File: src/rtl/pg_mon_pkg.sv
package pg_mon_pkg;
  typedef enum logic {
    CH_BAD  = 1'b0,
    CH_GOOD = 1'b1
  } ch_state_e;
endpackage

File: src/rtl/pg_chan.sv
module pg_chan
  import pg_mon_pkg::*;
#(
  parameter int BLANK_CYC = 200
) (
  input  logic clk,
  input  logic rst_n,
  input  logic en,
  input  logic above_hi,
  input  logic below_lo,
  output logic good
);
  localparam int CW = $clog2(BLANK_CYC + 1);
  localparam logic [CW-1:0] LAST = CW'(BLANK_CYC - 1);

  ch_state_e     state_q, state_d;
  logic [CW-1:0] cnt_q, cnt_d;
  logic          upd;

  always_comb begin
    state_d = state_q;
    cnt_d   = cnt_q;
    if (!en) begin
      state_d = CH_BAD;
      cnt_d   = '0;
    end else begin
      unique case (state_q)
        CH_BAD: begin
          cnt_d = '0;
          if (above_hi && !below_lo) state_d = CH_GOOD;
        end
        CH_GOOD: begin
          if (!below_lo) begin
            cnt_d = '0;
          end else if (cnt_q == LAST) begin
            state_d = CH_BAD;
            cnt_d   = '0;
          end else begin
            cnt_d = cnt_q + 1'b1;
          end
        end
        default: state_d = CH_BAD;
      endcase
    end
  end

  assign upd = (state_d != state_q) || (cnt_d != cnt_q);

  always_ff @(posedge clk or negedge rst_n) begin
    if (!rst_n) begin
      state_q <= CH_BAD;
      cnt_q   <= '0;
    end else if (upd) begin
      state_q <= state_d;
      cnt_q   <= cnt_d;
    end
  end

  assign good = (state_q == CH_GOOD);

  p_rise_r2: assert property (@(posedge clk) disable iff (!rst_n)
    (en && !good && above_hi && !below_lo) |=> good);
  p_hold_r5: assert property (@(posedge clk) disable iff (!rst_n)
    (en && !above_hi && !below_lo) |=> $stable(good));
  p_disable_r8: assert property (@(posedge clk) disable iff (!rst_n)
    !en |=> !good);
  p_blank_r6: assert property (@(posedge clk) disable iff (!rst_n)
    (en && good && below_lo && cnt_q < LAST) |=> good);
  p_no_overflow_r6: assert property (@(posedge clk) disable iff (!rst_n)
    cnt_q < CW'(BLANK_CYC));
  p_restart_r7: assert property (@(posedge clk) disable iff (!rst_n)
    !below_lo |=> cnt_q == '0);
  p_conflict_r11: assert property (@(posedge clk) disable iff (!rst_n)
    (!good && below_lo) |=> !good);
endmodule

File: src/rtl/pg_combine.sv
module pg_combine #(
  parameter int NCH = 3
) (
  input  logic           clk,
  input  logic           rst_n,
  input  logic [NCH-1:0] en,
  input  logic [NCH-1:0] good,
  output logic           pwr_good
);
  logic pg_q, pg_d;
  logic any_en, all_ok;

  always_comb begin
    any_en = |en;
    all_ok = &(good | ~en);
    pg_d   = any_en && all_ok;
  end

  always_ff @(posedge clk or negedge rst_n) begin
    if (!rst_n) pg_q <= 1'b0;
    else        pg_q <= pg_d;
  end

  assign pwr_good = pg_q;

  p_drop_r4: assert property (@(posedge clk) disable iff (!rst_n)
    ((en & ~good) != '0) |=> !pwr_good);
  p_none_r9: assert property (@(posedge clk) disable iff (!rst_n)
    (en == '0) |=> !pwr_good);
  p_rise_r3: assert property (@(posedge clk) disable iff (!rst_n)
    ((en != '0) && ((good | ~en) == '1)) |=> pwr_good);
endmodule

File: src/rtl/pg_monitor.sv
module pg_monitor #(
  parameter int NCH       = 3,
  parameter int BLANK_CYC = 200
) (
  input  logic           clk,
  input  logic           rst_n,
  input  logic [NCH-1:0] ch_en,
  input  logic [NCH-1:0] ch_above_hi,
  input  logic [NCH-1:0] ch_below_lo,
  input  logic           drv_disable,
  output logic           pwr_good,
  output logic           pull_low
);
  logic           rst_meta, rst_sync;
  logic [NCH-1:0] good;

  always_ff @(posedge clk or negedge rst_n) begin
    if (!rst_n) begin
      rst_meta <= 1'b0;
      rst_sync <= 1'b0;
    end else begin
      rst_meta <= 1'b1;
      rst_sync <= rst_meta;
    end
  end

  for (genvar g = 0; g < NCH; g++) begin : g_ch
    pg_chan #(.BLANK_CYC(BLANK_CYC)) u_chan (
      .clk      (clk),
      .rst_n    (rst_sync),
      .en       (ch_en[g]),
      .above_hi (ch_above_hi[g]),
      .below_lo (ch_below_lo[g]),
      .good     (good[g])
    );
  end

  pg_combine #(.NCH(NCH)) u_comb (
    .clk      (clk),
    .rst_n    (rst_sync),
    .en       (ch_en),
    .good     (good),
    .pwr_good (pwr_good)
  );

  assign pull_low = !pwr_good && !drv_disable;

  p_drv_off_r10: assert property (@(posedge clk) disable iff (!rst_sync)
    drv_disable |-> !pull_low);
  p_reset_r1: assert property (@(posedge clk)
    !rst_sync |-> !pwr_good);
endmodule

File: config.mk
export PLATFORM = sky130hd
export DESIGN_NAME = pg_monitor
export DESIGN_NICKNAME = d
export VERILOG_FILES = /design/src/rtl/pg_mon_pkg.sv /design/src/rtl/pg_chan.sv /design/src/rtl/pg_combine.sv /design/src/rtl/pg_monitor.sv
export SDC_FILE = /design/constraint.sdc
export NUM_CORES = 1
export LEC_CHECK = 0
export ABC_AREA = 0
export CAP_MARGIN = 10
export CORE_MARGIN = 10
export CORE_UTILIZATION = 40
export DETAILED_ROUTE_END_ITERATION = 10
export GPL_TIMING_DRIVEN = 0
export HOLD_SLACK_MARGIN = 0.05
export PLACE_DENSITY = 0.56
export SYNTH_ARGS = -nofsm -noshare
export SYNTH_HDL_FRONTEND = slang
export SYNTH_SLANG_ARGS = --single-unit
File: constraint.sdc
create_clock -name clk -period 1.2 [get_ports clk]
set_input_delay 0.18 -clock clk [delete_from_list [all_inputs] [get_ports clk]]
set_output_delay 0.18 -clock clk [all_outputs]
set_load 0.01 [all_outputs]
==> flow_metrics.env <==
export IMPL_seqPwrFrac=0.583
export IMPL_p_leak_nw=0.7769
export IMPL_yosys_warnings=0
export IMPL_finalWeightedCongestion=0.8164
export IMPL_portBuffers=13
export IMPL_fin_setup_tns_ns=-1.080
export IMPL_dr_wl_met2_um=1232
export IMPL_cts_root_buf="clkbuf_4"
export IMPL_hold_viol_final=0
export IMPL_wire_per_inst_um=13.25
export IMPL_drc=0
export IMPL_first_global_vias=1129
export IMPL_ys_flop_type="dfrtp_1"
export IMPL_finalSetupViolations=13
export IMPL_cp_num_buf_inv=0
export IMPL_clock_path_buffers=2
export IMPL_drt_iter0_drc=72
export IMPL_drv_slew=0
export IMPL_ys_types=28
export IMPL_ys_ff_latch=30
export IMPL_crit_chain="ha_4 > or2_1 > a211oi_2 > o211ai_1 > a21oi_1"
export IMPL_crit_fanout=2
export IMPL_cp_start_kind="flop"
export IMPL_h_tree_depth=2
export IMPL_cts_buffers=5
export IMPL_path_depth=5
export IMPL_rows=21
export IMPL_antennaDiodeCount=0
export IMPL_synth_edf_count=0
export IMPL_wl_met3_um=135
export IMPL_switchingPower_mw=0.4309
export IMPL_grt_max_degree=29
export IMPL_reg2reg_depth=5
export IMPL_yosys_top_cells_area="dfrtp_1 (52%), nor2_1 (7.0%), xor2_1 (6.1%)"
export IMPL_antenna_found_initial=0
export IMPL_fin_ws_ns=-0.2115
export IMPL_num_io_pins=14
export IMPL_synth_nets=156
export IMPL_n_fill_cell=322
export IMPL_grt_pass1_wl_um=5140
export IMPL_tightest_slew_ns=0.6165
export IMPL_nets=185
export IMPL_grt_usage=0.1049
export IMPL_die_width_um=80.06
export IMPL_crit_family="compound AO/OA/AOI/OAI gates"
export IMPL_synth_top_area_share=0.5204
export IMPL_yosys_area_top_type="dfrtp_1"
export IMPL_p_clk_frac=0.351
export IMPL_clock_latency_ns=0.34
export IMPL_die_area_um2=6409
export IMPL_rsz0062_at_grt="true"
export IMPL_finClkSkew_ns=0.01368
export IMPL_drt_wl_total_um=2836
export IMPL_async_reset_ff_frac=1.000
export IMPL_worstSetupPathType="flop to flop"
export IMPL_final_cells=214
export IMPL_crit_slowest_cell="dfrtp_1"
export IMPL_yosysMostFrequentCell="dfrtp_1"
export IMPL_fmax_ghz=0.7085
export IMPL_routed_top_layer="met4"
export IMPL_dr_total_vias=1070
export IMPL_swShare=0.2380
export IMPL_cap_violations=0
export IMPL_synth_common_cells="dfrtp_1 (30), nor2_1 (27), nand3_1 (13)"
export IMPL_die_h_um=80.06
export IMPL_p_total_mw=1.810
export IMPL_clkTransAtPathRegs_ns=0.10
export IMPL_synthCells=138
export IMPL_status="finished, violations left"
export IMPL_final_layout_size_suffix_gt1_frac=0.2202
export IMPL_vias_per_cell=5.000
export IMPL_vdd_drop_max_v=0.0006040
export IMPL_start_util=0.4223
export IMPL_cts_tree="built"
export IMPL_syn_area_um2=1443
export IMPL_power_density_nw_per_um2=989.7
export IMPL_violations="setup timing"
export IMPL_slowest_delay_ns=0.42
export IMPL_combPwrFrac=0.066
export IMPL_place_ws_ns=-0.4573
export IMPL_required_ns=1.46
export IMPL_internal_power_mw=1.379
export IMPL_dp_hpwl_um=1947
export IMPL_first_pass_iters=4
export IMPL_ant_nets=0
export IMPL_cp_arrival_ns=1.68
export IMPL_hold_class="flop to async pin"
export IMPL_design_area_um2=1829
export IMPL_slew_headroom=0.5890
export IMPL_syn_to_final_growth_pct=26.80
export IMPL_wl_met1_um=1392
export IMPL_dp_cells=197
export IMPL_core_um2=3416
export IMPL_grt_ovfl_total=0
export IMPL_synth_avg_cell_area_um2=10.45
export IMPL_finalCritPeriodShare=1.176
export IMPL_clock_sinks=30
export IMPL_synth_yosys_seq_area_share=0.5204
export IMPL_dpl_cell_area_um2=1647
export IMPL_worstSetupEndpointType="flop"
export IMPL_fin_crit_ns=1.411
metal layers:
metal / global-route usage / up-vias
met5: 0 / -
met4: 0.05282 / 0
met3: 0.05345 / 7
met2: 0.1509 / 21
met1: 0.1255 / 514
li1: - / 528
flip-flops by register name (all words and copies together) (netlist names):
signal and cells:
rst_meta 1, g_ch.u_chan.cnt_q 24, rst_sync 1, g_ch.u_chan.good 3, u_comb.pwr_good 1
metrics by stage:
step | util | hold WS (ns)
floorplan | - | -0.1156
global placement | 0.4821 | 0.3379
detailed placement | 0.4821 | 0.3396
CTS | 0.5249 | 0.3075
global route | 0.5355 | 0.3419
finish | 0.5355 | 0.2776
cells by family (layout without fill, tap and decap cells):
family,after synthesis,after routing,share of synthesized area
buffers and inverters,5,35,0.01387
adder cells (fa/ha/maj),6,6,0.05204
XOR/XNOR,18,18,0.1093
other,1,1,0.002599
AO/OA/AOI/OAI,10,10,0.05898
AND/OR/NAND/NOR,68,68,0.2429
flip-flops,30,30,0.5204
cell type report:
cell class / instances / area, µm² / share of cell area
Sequential cell: 30 / 752.0 / 0.4111
Clock buffer: 7 / 55.05 / 0.03010
Timing Repair Buffer: 22 / 190.2 / 0.1040
Buffer: 1 / 11.26 / 0.006156
Inverter: 4 / 15.01 / 0.008208
Tap cell: 46 / 57.56 / 0.03146
Clock inverter: 1 / 5.005 / 0.002736
Multi-Input combinational cell: 103 / 743.2 / 0.4063
worst register-to-register path, delay by kind of cell, from the launching register on:
kind / cells / cell delay, ns
and+or+nand+nor: 1 / 0.21
AOI/OAI and AO/OA: 3 / 0.46
DFF: 1 / 0.42
adders and majority gates: 1 / 0.25
final timing paths:
| kind | slack, ns | from | endpoint |
|---|---|---|---|
| worst max-delay path | -0.21 | g_ch[1].u_chan.cnt_q[1] | g_ch[1].u_chan.cnt_q[7] |
| worst min-delay path | 0.28 | rst_sync | g_ch[2].u_chan.cnt_q[6] |
| worst max register to register | -0.21 | g_ch[1].u_chan.cnt_q[1] | g_ch[1].u_chan.cnt_q[7] |
| worst min register to register | 0.28 | rst_sync | g_ch[2].u_chan.cnt_q[6] |
| max in group asynchronous | 0.51 | rst_sync | g_ch[1].u_chan.cnt_q[6] |
| min in group clk | 0.36 | rst_meta | rst_sync |
power groups by stage:
| stage | clock network, mW | logic [mW] | registers (mW) |
|---|---|---|---|
| floorplan | 0 | 0.0498 | 1.07 |
| global placement | 0 | 0.113 | 1.08 |
| detailed placement | 0 | 0.114 | 1.08 |
| CTS | 0.665 | 0.118 | 1.06 |
| global route | 0.720 | 0.131 | 1.06 |
| finish | 0.635 | 0.119 | 1.06 |
cells in the final DEF, fill, tap and decap left out, types with 2 or more instances in the layout:
| cell | count |
|---|---|
| or2_1 | 3 |
| ha_1 | 4 |
| xnor2_1 | 7 |
| dfrtp_1 | 29 |
| clkbuf_4 | 5 |
| nor2b_1 | 6 |
| o21a_1 | 2 |
| clkdlybuf4s50_1 | 11 |
| nand4b_1 | 2 |
| buf_4 | 8 |
| nand3_1 | 13 |
| and3_1 | 4 |
| nor2_1 | 21 |
| nor2_2 | 6 |
| inv_1 | 3 |
| a2111oi_2 | 2 |
| nand2_1 | 2 |
| xor2_1 | 10 |
| nor3_1 | 2 |
| a21oi_1 | 2 |
| a21boi_1 | 2 |
timing repair:
action,in CTS,in global routing
pin swaps,12,7
hold endpoints to repair,2,0
resized for setup,13,8
setup buffers,6,2
endpoints found under the setup margin,47,21
hold buffers,1,0
Power figures use the tool's default switching activity.
